`src/rtl/trx_seq_pkg.sv`:
```
package trx_seq_pkg;
  // Step divider with zero mapped to one.
  function automatic logic [31:0] eff_div(input logic [31:0] d);
    return (d == 32'd0) ? 32'd1 : d;
  endfunction

  // Narrow filter when the pulse is longer than the threshold.
  function automatic logic pick_narrow(input logic [31:0] pw, input logic [31:0] thr);
    return pw > thr;
  endfunction
endpackage

```
`src/rtl/trx_gate_seq.sv`:
```
module trx_gate_seq #(
  parameter int NCH = 2
) (
  input  logic           clk,
  input  logic           rst_n,
  input  logic           tx_gate,
  output logic           gate_rise,
  output logic           gate_fall,
  output logic [NCH-1:0] prot_on,
  output logic [NCH-1:0] path_tx
);
  logic g1, prot_q, path_q;

  always_ff @(posedge clk) begin
    if (!rst_n) begin
      g1     <= 1'b0;
      prot_q <= 1'b0;
      path_q <= 1'b0;
    end else begin
      g1     <= tx_gate;
      prot_q <= tx_gate | g1;
      path_q <= tx_gate & g1;
    end
  end

  assign gate_rise = tx_gate & ~g1;
  assign gate_fall = ~tx_gate & g1;
  assign prot_on   = {NCH{prot_q}};
  assign path_tx   = {NCH{path_q}};
endmodule

```
`src/rtl/trx_beam_buf.sv`:
```
module trx_beam_buf #(
  parameter int NCH = 2,
  parameter int CW  = 6
) (
  input  logic              clk,
  input  logic              rst_n,
  input  logic              gate_rise,
  input  logic [NCH-1:0]    beam_ld,
  input  logic [NCH*CW-1:0] atten_in,
  input  logic [NCH*CW-1:0] phase_in,
  output logic [NCH*CW-1:0] atten_out,
  output logic [NCH*CW-1:0] phase_out
);
  for (genvar c = 0; c < NCH; c++) begin : g_ch
    logic [CW-1:0] sh_att, sh_ph, act_att, act_ph;
    always_ff @(posedge clk) begin
      if (!rst_n) begin
        sh_att  <= '0;
        sh_ph   <= '0;
        act_att <= '0;
        act_ph  <= '0;
      end else begin
        if (beam_ld[c]) begin
          sh_att <= atten_in[c*CW +: CW];
          sh_ph  <= phase_in[c*CW +: CW];
        end
        if (gate_rise) begin
          act_att <= sh_att;
          act_ph  <= sh_ph;
        end
      end
    end
    assign atten_out[c*CW +: CW] = act_att;
    assign phase_out[c*CW +: CW] = act_ph;
  end
endmodule

```
`src/rtl/trx_stc_gen.sv`:
```
module trx_stc_gen
  import trx_seq_pkg::*;
#(
  parameter int CW     = 6,
  parameter int DEPTH  = 64,
  parameter int TICK_W = 8,
  localparam int AW    = $clog2(DEPTH)
) (
  input  logic              clk,
  input  logic              rst_n,
  input  logic              gate_rise,
  input  logic              gate_fall,
  input  logic [TICK_W-1:0] stc_div,
  input  logic              tbl_wr,
  input  logic [AW-1:0]     tbl_addr,
  input  logic [CW-1:0]     tbl_data,
  output logic [CW-1:0]     stc_code,
  output logic [AW-1:0]     stc_idx
);
  localparam logic [AW-1:0] LAST = AW'(DEPTH - 1);

  logic [CW-1:0]     tbl [DEPTH];
  logic [TICK_W-1:0] cnt;
  logic              run;
  logic [31:0]       div_e;
  logic              step_now;

  assign div_e    = eff_div(32'(stc_div));
  assign step_now = (32'(cnt) + 32'd1) >= div_e;

  always_ff @(posedge clk) begin
    if (!rst_n) begin
      for (int i = 0; i < DEPTH; i++) tbl[i] <= '0;
    end else if (tbl_wr) begin
      tbl[tbl_addr] <= tbl_data;
    end
  end

  always_ff @(posedge clk) begin
    if (!rst_n) begin
      stc_idx <= '0;
      cnt     <= '0;
      run     <= 1'b0;
    end else if (gate_rise) begin
      stc_idx <= '0;
      cnt     <= '0;
      run     <= 1'b0;
    end else if (gate_fall) begin
      stc_idx <= '0;
      cnt     <= '0;
      run     <= 1'b1;
    end else if (run) begin
      if (step_now) begin
        cnt <= '0;
        if (stc_idx == LAST) run <= 1'b0;
        else stc_idx <= stc_idx + 1'b1;
      end else begin
        cnt <= cnt + 1'b1;
      end
    end
  end

  assign stc_code = tbl[stc_idx];
endmodule

```
`src/rtl/trx_ctrl_seq.sv`:
```
module trx_ctrl_seq
  import trx_seq_pkg::*;
#(
  parameter int NCH    = 2,
  parameter int CW     = 6,
  parameter int DEPTH  = 64,
  parameter int TICK_W = 8,
  parameter int PW_W   = 12,
  localparam int AW    = $clog2(DEPTH)
) (
  input  logic              clk,
  input  logic              rst_n,
  input  logic              tx_gate,
  input  logic [PW_W-1:0]   pulse_width,
  input  logic [PW_W-1:0]   pw_thresh,
  input  logic [TICK_W-1:0] stc_div,
  input  logic [NCH-1:0]    beam_ld,
  input  logic [NCH*CW-1:0] atten_in,
  input  logic [NCH*CW-1:0] phase_in,
  input  logic [NCH*CW-1:0] agc_in,
  input  logic              tbl_wr,
  input  logic [AW-1:0]     tbl_addr,
  input  logic [CW-1:0]     tbl_data,
  output logic [NCH*CW-1:0] atten_out,
  output logic [NCH*CW-1:0] phase_out,
  output logic [NCH-1:0]    path_tx,
  output logic [NCH-1:0]    prot_on,
  output logic [CW-1:0]     stc_code,
  output logic [NCH*CW-1:0] agc_out,
  output logic [NCH-1:0]    filt_sel
);
  logic          gate_rise, gate_fall;
  logic [AW-1:0] stc_idx;
  logic          narrow_q;

  trx_gate_seq #(.NCH(NCH)) u_gate (
    .clk(clk), .rst_n(rst_n), .tx_gate(tx_gate),
    .gate_rise(gate_rise), .gate_fall(gate_fall),
    .prot_on(prot_on), .path_tx(path_tx)
  );

  trx_beam_buf #(.NCH(NCH), .CW(CW)) u_beam (
    .clk(clk), .rst_n(rst_n), .gate_rise(gate_rise), .beam_ld(beam_ld),
    .atten_in(atten_in), .phase_in(phase_in),
    .atten_out(atten_out), .phase_out(phase_out)
  );

  trx_stc_gen #(.CW(CW), .DEPTH(DEPTH), .TICK_W(TICK_W)) u_stc (
    .clk(clk), .rst_n(rst_n), .gate_rise(gate_rise), .gate_fall(gate_fall),
    .stc_div(stc_div), .tbl_wr(tbl_wr), .tbl_addr(tbl_addr), .tbl_data(tbl_data),
    .stc_code(stc_code), .stc_idx(stc_idx)
  );

  always_ff @(posedge clk) begin
    if (!rst_n) begin
      narrow_q <= 1'b0;
      agc_out  <= '0;
    end else begin
      agc_out <= agc_in;
      if (!tx_gate) narrow_q <= pick_narrow(32'(pulse_width), 32'(pw_thresh));
    end
  end

  assign filt_sel = {NCH{narrow_q}};
endmodule

```
`config.mk`:
```
export PLATFORM = sky130hd
export DESIGN_NAME = trx_ctrl_seq
export DESIGN_NICKNAME = d
export VERILOG_FILES = /design/src/rtl/trx_seq_pkg.sv /design/src/rtl/trx_gate_seq.sv /design/src/rtl/trx_beam_buf.sv /design/src/rtl/trx_stc_gen.sv /design/src/rtl/trx_ctrl_seq.sv
export SDC_FILE = /design/constraint.sdc
export NUM_CORES = 1
export LEC_CHECK = 0
export BUFFER_PORTS_ARGS = -buffer_cell sky130_fd_sc_hd__buf_2
export CELL_PAD_IN_SITES_DETAIL_PLACEMENT = 0
export CELL_PAD_IN_SITES_GLOBAL_PLACEMENT = 2
export CORE_ASPECT_RATIO = 0.9
export CORE_MARGIN = 2
export CORE_UTILIZATION = 47
export DETAILED_ROUTE_END_ITERATION = 6
export GPL_ROUTABILITY_DRIVEN = 0
export PLACE_DENSITY_LB_ADDON = 0.1
export RECOVER_POWER = 50
export SLEW_MARGIN = 0
export SYNTH_ARGS = -nofsm -noshare
export SYNTH_HDL_FRONTEND = slang
export SYNTH_HIERARCHICAL = 1
export SYNTH_SLANG_ARGS = --single-unit
```
`constraint.sdc`:
```
create_clock -name clk -period 5.5 [get_ports clk]
set_input_delay 0.55 -clock clk [delete_from_list [all_inputs] [get_ports clk]]
set_output_delay 0.55 -clock clk [all_outputs]
set_load 0.01 [all_outputs]
```
==> flow_summary_export.csv, run 1 <==
group,metric,value,unit
critical_path,endpoint_kind,"primary output",
sta,fin_skew,0.02053,ns
sta,setup_viol,0,
clock_network,cts_root_buffer,"clkbuf_16",
synthesis,yosys.area_share.simple,17.58,%
route,ant_nets,0,
sta,fin_crit,4.078,ns
clock_network,cts_max_path_buffers,3,
synthesis,yosys-top-cells-area,"edfxtp_1 53%, and2_1 11%, mux4_2 7.8%, dfxtp_1 7.7%, mux2i_1 3.2%",
power_and_ir_drop,cellPowerDensity,315.9,mW/mm²
critical_path,cp_cell_sequence,"buf_4, mux4_2, mux2i_1, nand2_1, o221ai_1, a21oi_1, a22o_1, buf_2",
synthesis,ys_types,59,
synthesis,synth_fa_ha_area_share,1.253,%
critical_path,slowest_delay,0.78,ns
run,maxCapViolations,3,
global_routing,grt_max_degree,72,
cells_and_area,fin_util,52.23,%
power_and_ir_drop,ir_drop,0.0002113,V
power_and_ir_drop,p_leak,8.185,nW
synthesis,synth_edf_count,384,
floorplanning,die_h,209.1,µm
global_routing,grt_util_all_layers,23.71,%
critical_path,start_kind,"flip-flop",
sta,rsz0062_at_grt,"false",
global_routing,grt_pass1_wl,84420,µm
floorplanning,design.die.area,0.04848,mm²
clock_network,post_cts_resize_count,0,
critical_path,cpMaxStageDelayCell,"dfxtp_4",
cells_and_area,layout.nets,1793,
synthesis,netlist.area_leader.share,52.50,%
synthesis,synth_seq_area_share,60.25,%
clock_network,cts_tree,"done",
sta,slew-limit-headroom,-11.05,%
synthesis,synthFlopType,"edfxtp_1",
synthesis,syn_nets,1729,
synthesis,synth_top_area_cell,"edfxtp_1",
route,drtIter0Drc,1141,
cells_and_area,multi_input_area,0.007915,mm²
sta,fmax,0.2452,GHz
synthesis,synth_cells,1621,
synthesis,syn_avg_cell_area,13.55,µm²
route,first_pass_iters,6,
route,wl_per_cell,24.20,µm
cells_and_area,drive_above_1_share,14.29,%
critical_path,cp_data_required_time,4.95,ns
hold_path,hp-class,"primary input to flip-flop",
route,vias,13229,
floorplanning,rows,75,
clock_network,clk_pin_slew,0.06,ns
cells_and_area,n_fill_cell,3984,
sta,tightest_slew,1.666,ns
cells_and_area,areaGrowthSynthToFinish,10.24,%
place,dp_cells,2250,
power_and_ir_drop,total_power,7.649,mW
synthesis,synth_top_family_by_area,"simple AND/OR/NAND/NOR gates",
synthesis,synth_async_sr_flop_share,0,%
synthesis,synthMuxAreaShare,12.70,%
floorplanning,floorplan.initialDensity,47.38,%
floorplanning,num_io_pins,134,
critical_path,worst-endpoint-arrival,3.53,ns
global_routing,grt_pass1_vias,12917,
cells_and_area,final_cells,2339,
critical_path,r2r_start,"u_stc/cnt[0]",
synthesis,synth_xor_area_share,0.2393,%
clock_network,htree_levels,2,
clock_network,holdBufCountCts,0,
critical_path,critPathMaxFanout,33,
route,wirelength,56600,µm
place,port_buffers,133,
floorplanning,fp.dieW,231.9,µm
sta,period_share,74.15,%
sta,holdWs,0.1845,ns
cells_and_area,seqCellArea,0.01324,mm²
synthesis,yosys_warnings,6,
synthesis,ys_seq_elements,469,
clock_network,cts_sinks,469,
sta,drv_slew,39,
synthesis,synth_area,0.02196,mm²
route,vias_per_cell,5.656,
critical_path,critical_path_class,"flip-flop to primary output",
run_status,status,"finished with violations",
route,drcViolationCount,0,
global_routing,grt.overflow.total,0,
global_routing,antenna_found_initial,3,
place,hpwl,36270,µm
run_status,violations,"capacitance limit, slew limit",
clock_network,numCtsBuffers,49,
clock_network,clk-insertion-delay-late,0.58,ns
sta,hold_violations,0,
synthesis,synth_compound_area_share,4.404,%
floorplanning,coreArea,0.04636,mm²
hold_path,hp-start,"agc_in[6]",
clock_network,postCtsSetupBuffers,0,
sta,setup_tns,0,ns
## per-layer routing
metal	routed length, µm	vias up	part of all wire [%]	global-route usage [%]
met5	13	-	0.023	0
met4	1099	2	1.9	5.968
met1	25960	6707	46	35.26
met2	25680	421	45	35.92
li1	-	6028	-	-
met3	3850	71	6.8	4.544
## cells in the mapped netlist, types with 6 or more instances
cell / number
and2_1: 396
edfxtp_1: 384
dfxtp_1: 85
mux4_2: 76
mux2i_1: 71
nor2_1: 69
clkbuf_1: 68
o21ai_0: 68
nor2b_1: 59
nand2_1: 28
nand3_1: 27
a21oi_1: 25
buf_2: 22
ha_1: 22
inv_1: 21
o22ai_1: 15
mux4_1: 14
buf_4: 12
a22oi_1: 11
and3_1: 11
nand2b_1: 11
nand3b_1: 9
buf_1: 8
buf_6: 8
nor3_1: 7
nand4_1: 6
or3_1: 6
## area by class of cell
type	instances	area share, %
Sequential cell	469	54.70
Multi-Input combinational cell	1003	32.69
Clock buffer	67	5.550
Tap cell	616	3.183
Timing Repair Buffer	140	2.847
Clock inverter	21	0.6770
Inverter	22	0.3411
Antenna cell	1	0.01034
## where the power goes
group | switching (mW) | internal [mW] | leakage [nW]
logic | 0.260 | 0.138 | 3.11
clock network | 1.37 | 1.80 | 0.725
registers | 0.0717 | 4.01 | 4.35
total | 1.70 | 5.95 | 8.19
## placed cells by master, fill, tap and decap left out, types with 58 or more instances in the layout
cell type,instances
buf_2,82
edfxtp_1,384
clkbuf_1,58
dfxtp_1,82
and2_0,202
mux4_2,76
nor2b_1,59
and2_1,194
nor2_1,73
o21ai_0,68
mux2i_1,71
## sequential cells by signal, summed over array words and instances (netlist names), named ones only
| register | cells |
|---|---|
| u_stc/tbl | 384 |
| agc_out | 12 |
| u_beam/g_ch.act_att | 12 |
| u_beam/g_ch.act_ph | 12 |
| u_beam/g_ch.sh_att | 12 |
| u_beam/g_ch.sh_ph | 12 |
| u_stc/cnt | 8 |
| u_stc/stc_idx | 6 |
| narrow_q | 1 |
| u_gate/g1 | 1 |
| u_gate/path_q | 1 |
| u_gate/prot_q | 1 |
| u_stc/run | 1 |
## final timing paths
kind / end / slack [ns] / depth (start not counted)
max: stc_code[5] / 1.42 / 8
min: agc_out[6] / 0.18 / 2
max reg2reg: u_stc/stc_idx[3] / 2.05 / 11
min reg2reg: u_gate/prot_q / 0.50 / 1
## critical path, delay by kind of cell, from the launching register on
| family | cells | cell delay, ns |
|---|---|---|
| muxes | 2 | 0.86 |
| DFF | 1 | 0.78 |
| AOI/OAI and AO/OA | 3 | 0.58 |
| buffers and inverters | 2 | 0.57 |
| and+or+nand+nor | 1 | 0.14 |
## cell families (layout without fill, tap and decap cells)
logic type / Yosys count / count (layout)
buf+inv: 149 / 250
flops: 469 / 469
mux: 161 / 161
compound gates: 160 / 160
xor+xnor: 6 / 6
fa+ha+maj: 22 / 22
simple gates: 654 / 654
other cells: 0 / 1
## per-stage QoR
| step | area, µm² | setup slack (ns) |
|---|---|---|
| after floorplan | 21960 | 2.976 |
| after global placement | 22790 | 2.050 |
| after detailed placement | 22790 | 2.013 |
| after CTS | 24300 | 1.411 |
| after global routing | 24210 | 1.240 |
| final | 24210 | 1.422 |
No activity file was read; power rests on OpenSTA's default activity.
==> inputs of run 2 (changes only) <==
- CORE_UTILIZATION: 47 -> 44
- clock period: 5.5 -> 3.8 ns (I/O delays scaled with it)
==> flow_summary_export.csv, run 2 (synthesis results as in run 1) <==
group,metric,value,unit
run_status,status,"finished with violations",
run_status,violations,"capacitance limit, slew limit",
floorplanning,fp.dieW,239.5,µm
floorplanning,die_h,216.0,µm
critical_path,critPathMaxFanout,22,
global_routing,grt.overflow.total,0,
clock_network,numCtsBuffers,51,
global_routing,antenna_found_initial,1,
critical_path,critical_path_class,"flip-flop to primary output",
clock_network,postCtsSetupBuffers,0,
critical_path,start_kind,"flip-flop",
sta,rsz0062_at_grt,"false",
floorplanning,num_io_pins,134,
hold_path,min_to,"u_beam/g_ch[1].sh_att[1]",
floorplanning,design.die.area,0.05172,mm²
power_and_ir_drop,ir_drop,0.0003717,V
sta,fin_skew,0.005824,ns
clock_network,cts_max_path_buffers,3,
floorplanning,floorplan.initialDensity,44.61,%
sta,setup_viol,0,
clock_network,cts_root_buffer,"clkbuf_16",
clock_network,htree_levels,2,
route,wl_per_cell,23.51,µm
critical_path,reg2reg_depth,12,
power_and_ir_drop,p_leak,8.398,nW
run,maxCapViolations,3,
place,dpl_worst_slack,0.8576,ns
hold_path,hp-start,"atten_in[7]",
sta,fin_ws,0.2938,ns
cells_and_area,final_cell_mix,"384 x edfxtp_1, 207 x and2_0, 189 x and2_1",
sta,tightest_slew,1.678,ns
clock_network,clk_pin_slew,0.06,ns
cells_and_area,largest_reg_flops,384,
cells_and_area,drive_above_1_share,15.22,%
global_routing,grt_pass1_wl,86020,µm
place,port_buffers,133,
place,hpwl,37100,µm
sta,slew-limit-headroom,-11.86,%
clock_network,clk-insertion-delay-late,0.60,ns
global_routing,grt_pass1_vias,13188,
place,dp_cells,2335,
critical_path,r2r_slack,0.94,ns
route,drtIter0Drc,1167,
clock_network,cts_tree,"done",
critical_path,endpoint_kind,"primary output",
cells_and_area,top_register,"u_stc/tbl",
critical_path,r2r_start,"u_stc/cnt[0]",
route,drcViolationCount,0,
hold_path,hp-class,"primary input to flip-flop",
floorplanning,coreArea,0.04923,mm²
power_and_ir_drop,cellPowerDensity,461.4,mW/mm²
clock_network,cts_sinks,469,
route,vias_per_cell,5.455,
floorplanning,rows,77,
critical_path,worst-endpoint-arrival,3.13,ns
route,first_pass_iters,5,
route,wirelength,57320,µm
route,vias,13299,
cells_and_area,areaGrowthSynthToFinish,12.41,%
hold_path,holdPathStages,3,
global_routing,grt_max_degree,77,
cells_and_area,final_cells,2438,
sta,fin_crit,3.506,ns
cells_and_area,fin_util,50.15,%
sta,hold_violations,0,
cells_and_area,final_common_cell,"edfxtp_1",
sta,fmax,0.2852,GHz
global_routing,grt_util_all_layers,22.58,%
critical_path,cp_data_required_time,3.42,ns
sta,drv_slew,105,
route,ant_nets,0,
sta,setup_tns,0,ns
cells_and_area,diodes,0,
sta,period_share,92.27,%
cells_and_area,layout.nets,1837,
[run 2: changes by cell type in the layout (fill, tap and decap cells not counted), sizes merged]
cell and change:
buf +17, bufinv +3, clkbuf +9, clkinvlp -3, dlygate4sd3 +12, clkinv +5
inv +2, diode -1
[run 2: worst max path at each step]
stage	slack (ns)	endpoint	cells past startpoint	from
2_1_floorplan	1.28	u_stc/cnt[4]	13	u_stc/cnt[0]
3_3_place_gp	0.91	stc_code[4]	7	flip-flop
3_5_place_dp	0.86	stc_code[4]	7	flip-flop
4_1_cts	0.21	stc_code[4]	7	flip-flop
5_1_grt	0.09	stc_code[4]	7	flip-flop
6_report	0.29	stc_code[4]	7	flip-flop
[run 2: area by class of cell]
type / count / area, µm²
fill: 4263 / 24540
sequential: 469 / 13240
multi-input combinational: 1003 / 7916
clock buffer: 63 / 1343
timing repair buffer: 182 / 982.2
tap: 671 / 839.6
clock inverter: 28 / 281.5
inverter: 22 / 82.58
[run 2: routing by layer]
metal  up-vias  share of wire (%)  GRT usage (%)  wire length, µm
met3        77                5.8          3.671             3332
met5         -                  0              0                0
met2       392                 45          34.30            25970
met4         0                1.9          5.688             1116
met1      6725                 47          33.81            26890
li1       6105                  -              -                -
[run 2: metrics by stage]
step / cell area (µm²) / hold WS, ns / power (mW)
6_report: 24690 / 0.04273 / 11.39
5_1_grt: 24690 / 0.03978 / 11.78
4_1_cts: 24830 / 0.008457 / 11.50
3_5_place_dp: 23080 / 0.4873 / 6.609
3_3_place_gp: 23080 / 0.4822 / 6.602
2_1_floorplan: 21960 / 0.4578 / 6.317
[run 2: worst max-delay path: stages, from the launching register on]
cell and delay, ns:
dfxtp_4 0.51, buf_4 0.42, buf_4 0.30, mux4_1 0.58
o22ai_1 0.16, nor3_1 0.10, a22o_1 0.30, buf_2 0.15
[run 2: report_power, final]
part	internal (mW)	switching, mW
clock	2.84	2.05
combinational	0.217	0.379
sequential	5.80	0.103
total	8.86	2.53
[run 2: timing repair]
item | 4_1_cts | 5_1_grt
resized for setup | 0 | 0
endpoints found under the hold margin | 12 | 0
hold buffers | 12 | 0
endpoints found under the setup margin | 0 | 0
